**src/rtl/sreg_pkg.sv**
```systemverilog
// Shared constants for the status flags unit.
// Assumes an eight-bit status word with a fixed flag layout.
package sreg_pkg;

    localparam int SR_W   = 8;
    localparam int IDX_W  = $clog2(SR_W);
    localparam int CODE_W = 4;

    // Flag positions inside the status word.
    localparam int POS_C = 0;
    localparam int POS_Z = 1;
    localparam int POS_N = 2;
    localparam int POS_V = 3;
    localparam int POS_S = 4;
    localparam int POS_H = 5;
    localparam int POS_T = 6;
    localparam int POS_I = 7;

    // Condition codes accepted by the evaluator.
    typedef enum logic [CODE_W-1:0] {
        CND_ZERO_SET  = 4'd0,
        CND_ZERO_CLR  = 4'd1,
        CND_CARRY_SET = 4'd2,
        CND_CARRY_CLR = 4'd3,
        CND_SIGN_SET  = 4'd4,
        CND_SIGN_CLR  = 4'd5,
        CND_OVF_SET   = 4'd6,
        CND_OVF_CLR   = 4'd7,
        CND_BIT_SET   = 4'd8,
        CND_BIT_CLR   = 4'd9
    } cond_e;

endpackage

```
**src/rtl/sreg_next.sv**
```systemverilog
// Next-state logic for the status word.
// Each bit picks, in priority order: flag command on this bit,
// masked execute-stage update, otherwise the current value.
// Assumes the command index is always in range for the width.
module sreg_next
    import sreg_pkg::*;
#(
    parameter int W     = SR_W,
    parameter int IDX_B = IDX_W
) (
    input  logic [W-1:0]     cur,
    input  logic             upd_en,
    input  logic [W-1:0]     upd_mask,
    input  logic [W-1:0]     upd_value,
    input  logic             cmd_en,
    input  logic             cmd_set,
    input  logic [IDX_B-1:0] cmd_idx,
    output logic [W-1:0]     nxt
);

    logic [W-1:0] cmd_hit;

    for (genvar g = 0; g < W; g++) begin : g_bit
        // Decode whether the single-bit command addresses this bit.
        assign cmd_hit[g] = cmd_en && (cmd_idx == IDX_B'(g));

        // Select the new value of this bit by priority.
        always_comb begin
            if (cmd_hit[g]) begin
                nxt[g] = cmd_set;
            end else if (upd_en && upd_mask[g]) begin
                nxt[g] = upd_value[g];
            end else begin
                nxt[g] = cur[g];
            end
        end
    end

endmodule

```
**src/rtl/sreg_store.sv**
```systemverilog
// Status word storage with synchronous active-low reset to zero.
// Assumes the next value is always valid; loads every cycle.
module sreg_store
    import sreg_pkg::*;
#(
    parameter int W = SR_W
) (
    input  logic         clk,
    input  logic         rst_n,
    input  logic [W-1:0] d,
    output logic [W-1:0] q
);

    // Register the status word, clearing it during reset.
    always_ff @(posedge clk) begin
        if (!rst_n) begin
            q <= '0;
        end else begin
            q <= d;
        end
    end

endmodule

```
**src/rtl/cond_eval.sv**
```systemverilog
// Combinational branch/skip condition evaluator.
// Assumes the fixed flag layout from sreg_pkg; unknown codes give 0.
module cond_eval
    import sreg_pkg::*;
#(
    parameter int W     = SR_W,
    parameter int IDX_B = IDX_W,
    parameter int CW    = CODE_W
) (
    input  logic [W-1:0]     st,
    input  logic [CW-1:0]    code,
    input  logic [IDX_B-1:0] idx,
    output logic             taken
);

    logic sel_bit;

    // Pick the status bit addressed by the generic bit-test index.
    always_comb begin
        sel_bit = st[idx];
    end

    // Decode the condition code against the flags.
    always_comb begin
        case (cond_e'(code))
            CND_ZERO_SET:  taken =  st[POS_Z];
            CND_ZERO_CLR:  taken = !st[POS_Z];
            CND_CARRY_SET: taken =  st[POS_C];
            CND_CARRY_CLR: taken = !st[POS_C];
            CND_SIGN_SET:  taken =  st[POS_S];
            CND_SIGN_CLR:  taken = !st[POS_S];
            CND_OVF_SET:   taken =  st[POS_V];
            CND_OVF_CLR:   taken = !st[POS_V];
            CND_BIT_SET:   taken =  sel_bit;
            CND_BIT_CLR:   taken = !sel_bit;
            default:       taken = 1'b0;
        endcase
    end

endmodule

```
**src/rtl/status_flags_unit.sv**
```systemverilog
// Top of the status flags unit: holds the processor status word,
// merges masked execute-stage updates with single-bit set/clear
// commands (command wins on its bit), and evaluates branch and
// skip conditions on the current value.
// Assumes all inputs are synchronous to clk.
module status_flags_unit
    import sreg_pkg::*;
(
    input  logic              clk,
    input  logic              rst_n,
    input  logic              upd_en,
    input  logic [SR_W-1:0]   upd_mask,
    input  logic [SR_W-1:0]   upd_value,
    input  logic              flag_cmd_en,
    input  logic              flag_cmd_set,
    input  logic [IDX_W-1:0]  flag_cmd_idx,
    input  logic [CODE_W-1:0] cond_code,
    input  logic [IDX_W-1:0]  cond_idx,
    output logic [SR_W-1:0]   flags,
    output logic              cond_taken
);

    logic [SR_W-1:0] sr_q;
    logic [SR_W-1:0] sr_d;

    sreg_next #(.W(SR_W), .IDX_B(IDX_W)) u_next (
        .cur       (sr_q),
        .upd_en    (upd_en),
        .upd_mask  (upd_mask),
        .upd_value (upd_value),
        .cmd_en    (flag_cmd_en),
        .cmd_set   (flag_cmd_set),
        .cmd_idx   (flag_cmd_idx),
        .nxt       (sr_d)
    );

    sreg_store #(.W(SR_W)) u_store (
        .clk   (clk),
        .rst_n (rst_n),
        .d     (sr_d),
        .q     (sr_q)
    );

    cond_eval #(.W(SR_W), .IDX_B(IDX_W), .CW(CODE_W)) u_cond (
        .st    (sr_q),
        .code  (cond_code),
        .idx   (cond_idx),
        .taken (cond_taken)
    );

    // Expose the stored status word.
    assign flags = sr_q;

endmodule

```
**config.mk**
```make
export PLATFORM = sky130hd
export DESIGN_NAME = status_flags_unit
export DESIGN_NICKNAME = d
export VERILOG_FILES = /design/src/rtl/sreg_pkg.sv /design/src/rtl/sreg_next.sv /design/src/rtl/sreg_store.sv /design/src/rtl/cond_eval.sv /design/src/rtl/status_flags_unit.sv
export SDC_FILE = /design/constraint.sdc
export NUM_CORES = 1
export LEC_CHECK = 0
export CAP_MARGIN = 20
export CORE_UTILIZATION = 37
export CTS_BUF_LIST = sky130_fd_sc_hd__clkbuf_4
export DETAILED_ROUTE_END_ITERATION = 10
export PLACE_DENSITY = 0.85
export RECOVER_POWER = 25
export SLEW_MARGIN = 20
export SYNTH_ARGS = -nofsm -noshare
export SYNTH_HDL_FRONTEND = slang
export SYNTH_HIERARCHICAL = 1
export SYNTH_SLANG_ARGS = --single-unit
```
**constraint.sdc**
```tcl
create_clock -name clk -period 1.6 [get_ports clk]
set_clock_uncertainty 0.15 [all_clocks]
set_input_delay 0.16 -clock clk [delete_from_list [all_inputs] [get_ports clk]]
set_output_delay 0.16 -clock clk [all_outputs]
set_load 0.02 [all_outputs]
```
==> results.txt, run 1 <==
The run finished, with violations left. The checks that failed: negative setup slack. The number of port buffers is 39. The routed length per placed instance came out at 15.9 um. The region available for standard cell placement spans 1540 um2.

The met3 wire length is 91 um. Registers take 170 um2. Walking the worst path, the cells encountered are mux4_2 -> a21oi_2 -> o41a_4 -> nor2_4 -> buf_6.

The required time at the endpoint of the critical path is 1290 ps. The mux share of post-synthesis cell area came out at 37.1%. The share of cells above drive strength 1 is 34.7%. The arrival time of the worst setup path came out at 1600 ps.

Row generation in the floorplan step produced 14 rows. The post-synthesis share of cell area spent on and, or, nand and nor gates is 27.6%. The maximum vdd drop came out at 422 uV. The post-synth design cell area came out at 631 um2. The length of routed wiring on met1 is 870 um. The register with the most flip-flops in the final layout is u_store/q. The total number of vias came out at 712.

The full die area is 1870 um2. The top routing layer in use is met4. The launching instance or port of the critical path is u_store/q[3]$_SDFF_PN0_.

The worst setup path is captured at an output port. The most used flip-flop cell after synthesis is dfxtp_1. The wire length on met2 came out at 1180 um.

In this run, synthesis inferred 0 flip-flops with an integrated enable. The die is 43.3 um wide. Counting every net in the synthesized netlist gives 97. The worst slew slack as a fraction of its limit came out at 78.3%. The proportion of synthesized flip-flops having asynchronous set or reset is 0%. The number of antenna diodes in the final layout is 0. The tool flagged a number of max-cap violations equal to 0. The startpoint identified for the worst register-to-register timing path is u_store/q[1]$_SDFF_PN0_. Setup repair after global routing could not meet its margin everywhere. After global routing the overflow that remains totals 0. The portion of the clock cycle consumed by the worst path in the final layout is 119%.

In this run the mean area of a mapped cell was 9.55 um2. The routability-driven placement congestion ratio is 0.744. The first detailed-routing pass took 4 iterations. Setup slack on the critical path of the routed design comes to -307 ps. The largest registers in the layout are u_store/q: 8 flops. The synthesized instance count is 66. By area, the combinational part of the netlist is dominated by multiplexers. The number of global-route vias before repair is 730.

The HPWL after detailed placement is 1610 um. The maximum buffer depth of the clock tree is 2. The number of CTS-inserted buffers came out at 3. The number of top-level pins is 40. From synthesis to final layout, the design area changed by 85.1%. The number of vias per cell after detailed routing is 5.20. The deepest level of the CTS H-tree came out at 1. The post-synthesis adder-cell area fraction is 0%. The number of nets in the final layout came out at 154. The register with the most flip-flops in the layout has 8 of them. The maximum fanout encountered on the critical timing path is 3. The detail route stage leaves a number of antenna-violating nets equal to 0. The post-route DRC violation count is 0. The first global-routing pass estimated 3310 um of wire. The total power is 0.641 mW. The clock reaches the later pin of the worst-skew pair after 250 ps. For this run, the register share of the synthesized area comes to 25.4%.

For this run, the number of standard cells in the final layout without fillers is 137. The number of warnings reported in the yosys synthesis log is 6. The worst setup path is launched from a register. The final sum of negative setup slack is -307 ps. The startpoint identified for the worst hold timing path is rst_n. The number of buffers and inverters on the critical path is 1. TritonCTS built the clock tree.

Derived from the worst setup path, the maximum achievable clock frequency is 524 MHz. The final critical-path required period is 1910 ps. The worst setup path category is reg -> out.

The flip-flop and latch count after synthesis came out at 8. The tightest min-delay check is of the in -> reg type. On the critical path, the stage with the largest delay is an instance of mux4_2. Entering global routing, the biggest net connects 9 pins. Broken down by cell family, the worst path's largest delay share belongs to multiplexers. The final number of max-transition violations is 0. In this run, distinct cell masters in the synthesized netlist total 21. The DRC violation total after the first TritonRoute iteration is 7. At the pin with the least slew margin, the transition time is 324 ps. Summed over all cells, the static leakage comes to 0.544 nW. The worst setup timing slack at the placement stage is -945 ps. The setup violation total in the final timing report is 1. The clock transition at the register clock pins on the worst setup and hold paths after CTS came out at 50 ps. The final layout contains routed wiring with a total length of 2180 um. The largest single stage delay on the critical path is 520 ps.

The hold buffer count at CTS came out at 0. For this configuration, the core starts out at a cell density of 40.9%. The number of sinks on the clock net is 8.

The xor/xnor share of the synthesized area came out at 0%. The final hold violation count came out at 0. Summing the areas of all compound-gate instances in the mapped netlist gives 7.54% of the synthesized area. The multi-input gate area in the final layout is 482 um2. The final-layout fill cell count is 115. The number of placed instances, taps included, is 133.

The power density of the placed cells came out at 549 nW/um2. Clock tree synthesis selected as its root buffer the cell clkbuf_4. The number of antenna violations at the first check in global routing is 0. The overall global routing resource usage came out at 24.4%. The vertical die dimension came out at 43.3 um.
metrics by stage:
step / hold slack [ps] / instance area (um2) / utilization [%]
final: 476 / 1170 / 75.7
after global routing: 505 / 1170 / 75.7
after CTS: 470 / 1170 / 75.6
after detailed placement: 535 / 1140 / 74.1
after global placement: 504 / 1140 / 74.1
after floorplan: 132 / 646 / -
cell families (layout without fill, tap and decap cells):
logic type | after synthesis | count (layout)
DFF | 8 | 8
muxes | 16 | 16
and+or+nand+nor | 32 | 32
buffers and inverters | 2 | 57
AOI/OAI and AO/OA | 8 | 8
area by class of cell:
cell class / instances / area share, %
Timing Repair Buffer: 53 / 40.2
Sequential cell: 8 / 14.6
Clock buffer: 3 / 1.93
Inverter: 1 / 0.322
Multi-Input combinational cell: 56 / 41.3
Tap cell: 16 / 1.71
worst paths after layout:
check / end / slack [ps] / cells past startpoint
max: cond_taken / -310 / 5
min: u_store/q[2]$_SDFF_PN0_ / 480 / 2
max reg2reg: u_store/q[1]$_SDFF_PN0_ / 220 / 4
min reg2reg: u_store/q[5]$_SDFF_PN0_ / 630 / 4
synthesized netlist by cell type, types with 2 or more instances:
cell	number	area share, %
mux4_1	2	8.3
and2_1	8	7.9
nor3_1	2	1.6
nand2_1	8	4.8
nor2_1	5	3.0
a21oi_1	6	4.8
mux2i_1	5	7.9
nand4b_1	3	4.2
mux2_4	5	12
nor3b_1	2	2.4
mux2_2	3	5.4
dfxtp_1	8	25
layout by cell type (no fill, tap or decap):
cell,synthesis,layout
mux2_4,5,5
mux2i_1,5,4
nand4b_1,3,3
buf_6,1,1
dlymetal6s2s_1,0,2
o41a_4,0,1
dlygate4sd2_1,0,6
nand2_1,8,8
clkbuf_4,0,3
nor2_4,0,1
nor2_1,5,5
nand4_1,1,1
nor3b_1,2,2
dfxtp_2,0,8
clkdlybuf4s50_1,0,26
a21oi_1,6,4
nand3_1,1,1
inv_1,1,1
nand2b_1,1,1
nor3_1,2,2
o21ai_1,0,1
mux2i_4,0,1
mux4_2,1,3
and2_1,8,8
clkbuf_1,0,4
a21oi_2,0,2
buf_4,0,14
mux2_2,3,3
per-layer routing:
layer,global-route usage (%),vias up
li1,-,353
met1,28.2,329
met2,43.9,26
met3,1.70,4
met4,12.7,0
met5,0,-
power breakdown:
group,internal [mW],leakage (nW),switching (mW)
Sequential,0.215,0.0688,0.00852
Combinational,0.164,0.462,0.107
Clock,0.0853,0.0138,0.0604
repair_timing:
| action | CTS | global route |
|---|---|---|
| buffers inserted | 1 | 0 |
| setup endpoints to repair | 5 | 7 |
| pin swaps | 2 | 4 |
| resized for setup | 17 | 9 |
worst register-to-register path, cell delays in order (launching register included):
cell and delay [ps]:
dfxtp_2 320, buf_4 130, mux2_4 260, mux2_2 260, and2_1 150
Power figures use the tool's default switching activity.
==> inputs of run 2 (changes only) <==
--- a/config.mk
+++ b/config.mk
@@ -9,7 +9,7 @@
 export CORE_UTILIZATION = 37
 export CTS_BUF_LIST = sky130_fd_sc_hd__clkbuf_4
 export DETAILED_ROUTE_END_ITERATION = 10
-export PLACE_DENSITY = 0.85
+export PLACE_DENSITY = 0.81
 export RECOVER_POWER = 25
 export SLEW_MARGIN = 20
 export SYNTH_ARGS = -nofsm -noshare
==> results.txt, run 2 (same netlist as run 1, synthesis figures left out) <==
The largest registers in the layout are u_store/q: 8 flops. The number of flip-flops in the largest register is 8. In this run, placement finished with an instance count of 131.

The non-filler instance count after layout is 135. STA classifies the critical path endpoint as an output port. After the first detailed-routing iteration, the DRC count stood at 10. The arrival time of the worst setup path is 1610 ps. The fmax is 522 MHz. The portion of total power attributed to the clock network is 23.9%. Setup violations remaining at the end of the flow were counted as 1.

Clock latency on the worst-skew pair, taken at its later pin, is 250 ps. Leaving out fill and tap cells, the most frequent cell in the layout is clkdlybuf4s50_1. The cell depth of the worst hold path came out at 2. The number of vias per cell after detailed routing came out at 5.41. At the end of routability-driven placement, the weighted congestion stood at 0.784. The final core area utilization came out at 74.7%. The site row count came out at 14. In this run the clock root is driven by a clkbuf_4. The vertical die dimension came out at 43.3 um.

In this run the number of H-tree levels came out at 1. The final-layout fill cell count is 123. The count of antenna diodes in the layout is 0. Along the worst path, the maximum fanout reaches 4. Among all stages on the critical path, the largest delay is contributed by mux4_2.

In this run the number of cells on the critical path is 5. The number of global-route vias before repair is 730. The sequential fraction of design power came out at 35.0%.

Dividing total power by cell area gives a power density of 556 nW/um2. The final hold violation count came out at 0. The final routed wirelength across all metal layers came out at 2030 um. The reported net switching power came out at 0.178 mW.

The worst hold margin came out at 499 ps. The area after detailed placement is 1130 um2. The switching power as a share of total power is 27.8%.

The largest net degree at the start of global routing is 9. In the final layout, the share of cells above drive strength 1 is 33.6%. Data on the critical path is required at its endpoint by 1290 ps. Grouping stages by cell kind, the critical path spends the most delay in multiplexers. The die covers 1870 um2. The initial utilization of the core area, before any placement, comes to 40.9%. The checks that failed: negative setup slack. The final number of max-transition violations is 0. The global-route wire length before repair is 3220 um. Clock-pin slew was measured on the worst setup and hold paths at 50 ps. Setup slack on the critical path of the routed design comes to -317 ps. The transition at the pin with the smallest max-transition slack came out at 278 ps.

The longest clock path from root to sink contains 2 buffers. The flow ran to the end, but the final reports show violations. The sequential cells in the finished layout cover a total of 173 um2. Adding up every negative setup slack in the final design gives -317 ps. The total number of vias came out at 731. After legalization and detailed placement, the total HPWL measured 1460 um. The classification of the worst-slack hold path is in -> reg. The number of iterations in the first detailed-routing pass came out at 4. The floorplan step defined a core boundary enclosing 1540 um2. The stage delay of the slowest cell on the critical path is 500 ps. The routed length per placed instance came out at 15.0 um. The number of CTS-inserted buffers is 3.

The total power came out at 0.640 mW. After layout, the minimum clock period comes to 1920 ps. TritonCTS built the clock tree.

The post-route cell area came out at 1150 um2. The internal cell power came out at 0.462 mW. The number of maximum-capacitance violations is 0. The total congestion overflow after global routing came out at 0. In the layout the commonest cells are 29 x clkdlybuf4s50_1, 12 x buf_4, 8 x nand2_1, 8 x and2_1, 7 x dfxtp_2. The number of buffer and inverter instances along the worst setup path is 1. The signal on the critical path passes through mux4_2 -> a21oi_2 -> o41a_4 -> nor2_4 -> buf_6.

By startpoint and endpoint, the worst setup path is classified as reg -> out. Ranked by flip-flop count, first place goes to u_store/q. The layout overhead on the synthesized area is 82.5%.

The number of nets in the final layout came out at 152. The hold buffer count at CTS is 0. Setup repair after global routing could not meet its margin everywhere. The number of top-level pins came out at 40.

The number of antenna violations at the first check in global routing came out at 0. Measured in cells, the most critical reg-to-reg path has a length of 4. Across every metal layer, demand over resource in global routing totals 23.6%. The die is 43.3 um wide.

Headroom to the max-slew limit came out at 81.4%. The post-route DRC violation count is 0. The leakage power of the design is 0.499 nW. The remaining antenna violation count is 0.

STA classifies the critical path startpoint as a register. The portion of the clock cycle consumed by the worst path in the final layout came out at 120%. The worst setup timing slack at the placement stage is -998 ps. The number of port buffers came out at 39. In the final layout, the multi-input gates occupy 482 um2. IR analysis of the VDD net gives a maximum drop of 397 uV. Combinational cells account for 41.0% of the total power. The number of sinks on the clock net is 8.
[run 2: layout make-up]
type,count,share of cell area [%]
multi-input combinational,56,41.8
timing repair buffer,51,39.1
sequential,8,15.0
tap,16,1.74
clock buffer,3,1.96
inverter,1,0.326
[run 2: metal layers]
metal	routed length [um]	vias to the layer above	global-route usage (%)
met2	995	34	38.8
met3	129	7	3.40
li1	-	353	-
met1	845	337	28.4
met5	0	-	0
met4	55	0	14.5
[run 2: worst paths after layout]
kind	start	slack [ps]	to
worst max register to register	u_store/q[1]$_SDFF_PN0_	210	u_store/q[1]$_SDFF_PN0_
worst max-delay path	u_store/q[1]$_SDFF_PN0_	-320	cond_taken
worst min-delay path	rst_n	500	u_store/q[2]$_SDFF_PN0_
worst min register to register	u_store/q[3]$_SDFF_PN0_	550	u_store/q[3]$_SDFF_PN0_
[run 2: power by group through the flow]
stage                     Sequential (mW)  Clock (mW)  Combinational [mW]
final                               0.224       0.153               0.263
after global routing                0.226       0.176               0.280
after CTS                           0.224       0.158               0.262
after detailed placement            0.229           0               0.256
after global placement              0.229           0               0.248
after floorplan                     0.244           0              0.0896
[run 2: what timing repair did]
item                                    CTS  global route
pin swaps                                 3             0
buffers inserted                          1             0
endpoints found under the setup margin    6             5
gates resized for setup                  18             6
==> inputs of run 3 (changes only) <==
--- a/config.mk
+++ b/config.mk
@@ -11,6 +11,7 @@
 export DETAILED_ROUTE_END_ITERATION = 10
 export PLACE_DENSITY = 0.81
 export RECOVER_POWER = 25
+export SETUP_SLACK_MARGIN = 0.05
 export SLEW_MARGIN = 20
 export SYNTH_ARGS = -nofsm -noshare
 export SYNTH_HDL_FRONTEND = slang
==> results.txt, run 3 (same netlist as run 1, synthesis figures left out) <==
The run finished, with violations left. The final reports fail on negative setup slack. The final number of max-transition violations is 0. STA classifies the critical path endpoint as an output port. The start point of the worst hold path is rst_n. The register with the most flip-flops in the layout has 8 of them. The number of CTS-inserted buffers came out at 3. The commonest non-fill, non-tap cell in the layout is clkdlybuf4s50_1. The worst setup path category is reg -> out. The global-route wire length before repair came out at 3110 um. Global routing consumed, over all layers together, 23.1% of the routing resources.

The later-pin clock latency in the skew report is 240 ps. Excluding fillers, the count of instances in the completed layout stands at 140. The vertical die dimension came out at 43.3 um. The routability-driven placement congestion ratio is 0.753.

The routed layout has 757 vias. The site row count came out at 14. For this run, the top clock speed supported by timing is 513 MHz. 0 antenna diodes ended up in the layout. The total congestion overflow after global routing is 0. The initial standard-cell utilization of the core came out at 40.9%. The path class of the tightest hold or removal check is in -> reg. The maximum fanout encountered on the critical timing path came out at 4. In the final layout, the registers with the most flip-flops are u_store/q: 8 flops. The number of top-level pins is 40. The full die area is 1870 um2.

Setup repair after global routing could not meet its margin everywhere. Once routing completed, OpenROAD measured the worst setup slack at -348 ps. The placed wire-length estimate came out at 1590 um. The maximum buffer depth of the clock tree is 2.

The final core area utilization is 79.7%. After detailed placement, the total cell area comes to 1180 um2. The depth of the most critical reg-to-reg path is 4. The CTS root buffer is clkbuf_4. Summed over all layers, the routed wires come to 2070 um.

The deepest level of the CTS H-tree came out at 1. The clock tree from TritonCTS is done. The required time at the endpoint of the critical path is 1290 ps. The worst slew slack as a fraction of its limit is 82.1%. The worst setup timing slack at the placement stage came out at -924 ps. The number of port buffers came out at 39.

The worst hold margin is 500 ps. The number of antenna violations at the first check in global routing is 0. The die span in x came out at 43.3 um. The final critical-path required period is 1950 ps. The area inside the core boundary came out at 1540 um2.

The register cell area after layout came out at 183 um2. The pre-antenna-repair detailed-routing pass consisted of 4 iterations. The first routing iteration left 14 violations. The routed length per placed instance came out at 14.8 um. The power density of the placed cells is 528 nW/um2.

The remaining antenna violation count came out at 0. The leakage power of the design is 0.562 nW. Ranked by flip-flop count, first place goes to u_store/q.

The arrival time of the worst setup path is 1640 ps. The final hold violation count came out at 0. Setup violations remaining at the end of the flow were counted as 1. For the pin with the worst max-slew slack, the measured transition is 268 ps. After the last flow step, the layout net total stands at 157.

In this run the critical register-to-register path is captured at u_store/q[1]$_SDFF_PN0_. The number of global-route vias before repair is 753. For this run, design rule violations remaining after detail routing come to 0. The post-route cell area is 1230 um2. The worst-case IR drop observed on VDD is 371 uV. After detailed routing, the number of vias per cell comes to 5.41. The cell depth of the worst hold path is 2. The final-layout fill cell count came out at 106. The total power is 0.649 mW. The largest net degree at the start of global routing came out at 9. The cell total after placement is 136. The multi-input gate area in the final layout came out at 497 um2. The library cells used most frequently in the layout, excluding fill and tap cells, are 26 x clkdlybuf4s50_1, 17 x buf_4, 11 x dlygate4sd2_1. Setup total negative slack on the finished layout was measured at -348 ps. The share of cells above drive strength 1 is 37.9%. In this run the critical register-to-register path is launched from u_store/q[1]$_SDFF_PN0_. STA classifies the critical path startpoint as a register.

The portion of the clock cycle consumed by the worst path in the final layout is 122%. For hold timing, the worst endpoint is u_store/q[5]$_SDFF_PN0_. The number of maximum-capacitance violations came out at 0.

In this run the register-to-register setup slack is 210 ps. The number of sinks on the clock net is 8. The layout overhead on the synthesized area is 94.8%. The clock transition at the register clock pins on the worst setup and hold paths after CTS came out at 60 ps. The hold buffer count at CTS came out at 0.
[run 3: worst max-delay path, cell delays in order, from the launching register on]
cell and delay [ps]:
dfxtp_4 350, mux4_2 500, o21ai_0 240, a21oi_2 90, nor2_4 100, buf_6 120
[run 3: worst max path at each step]
stage          slack [ps]                    start          to  depth (start not counted)
2_1_floorplan          40  u_store/q[1]$_SDFF_PN0_  cond_taken                          4
4_1_cts              -350  u_store/q[7]$_SDFF_PN0_  cond_taken                          5
3_3_place_gp         -890              cond_idx[0]  cond_taken                          6
5_1_grt              -390  u_store/q[3]$_SDFF_PN0_  cond_taken                          5
3_5_place_dp         -920              cond_idx[0]  cond_taken                          6
6_report             -350  u_store/q[3]$_SDFF_PN0_  cond_taken                          5
[run 3: power breakdown]
group          internal (mW)  switching, mW
Combinational          0.172          0.108
Sequential             0.209        0.00893
Clock                 0.0856         0.0653
[run 3: area by class of cell]
type,instances,area share [%]
tap,16,1.63
sequential,8,14.9
clock buffer,3,1.83
timing repair buffer,56,40.9
multi-input combinational,56,40.4
inverter,1,0.305
[run 3: what timing repair did]
action	4_1_cts	5_1_grt
pin swaps	2	4
gates resized for setup	17	7
endpoints found under the setup margin	11	3
setup buffers	0	1
endpoints found under the hold margin	0	0
[run 3: metal layers]
layer  up-vias  track usage, %  routed length (um)  part of all wire, %
met5         -               0                   0                    0
met4         0            12.1                  33                  1.6
met3         4            3.83                 135                  6.5
met2        39            42.1                1120                   54
met1       352            24.8                 783                   38
li1        362               -                   -                    -
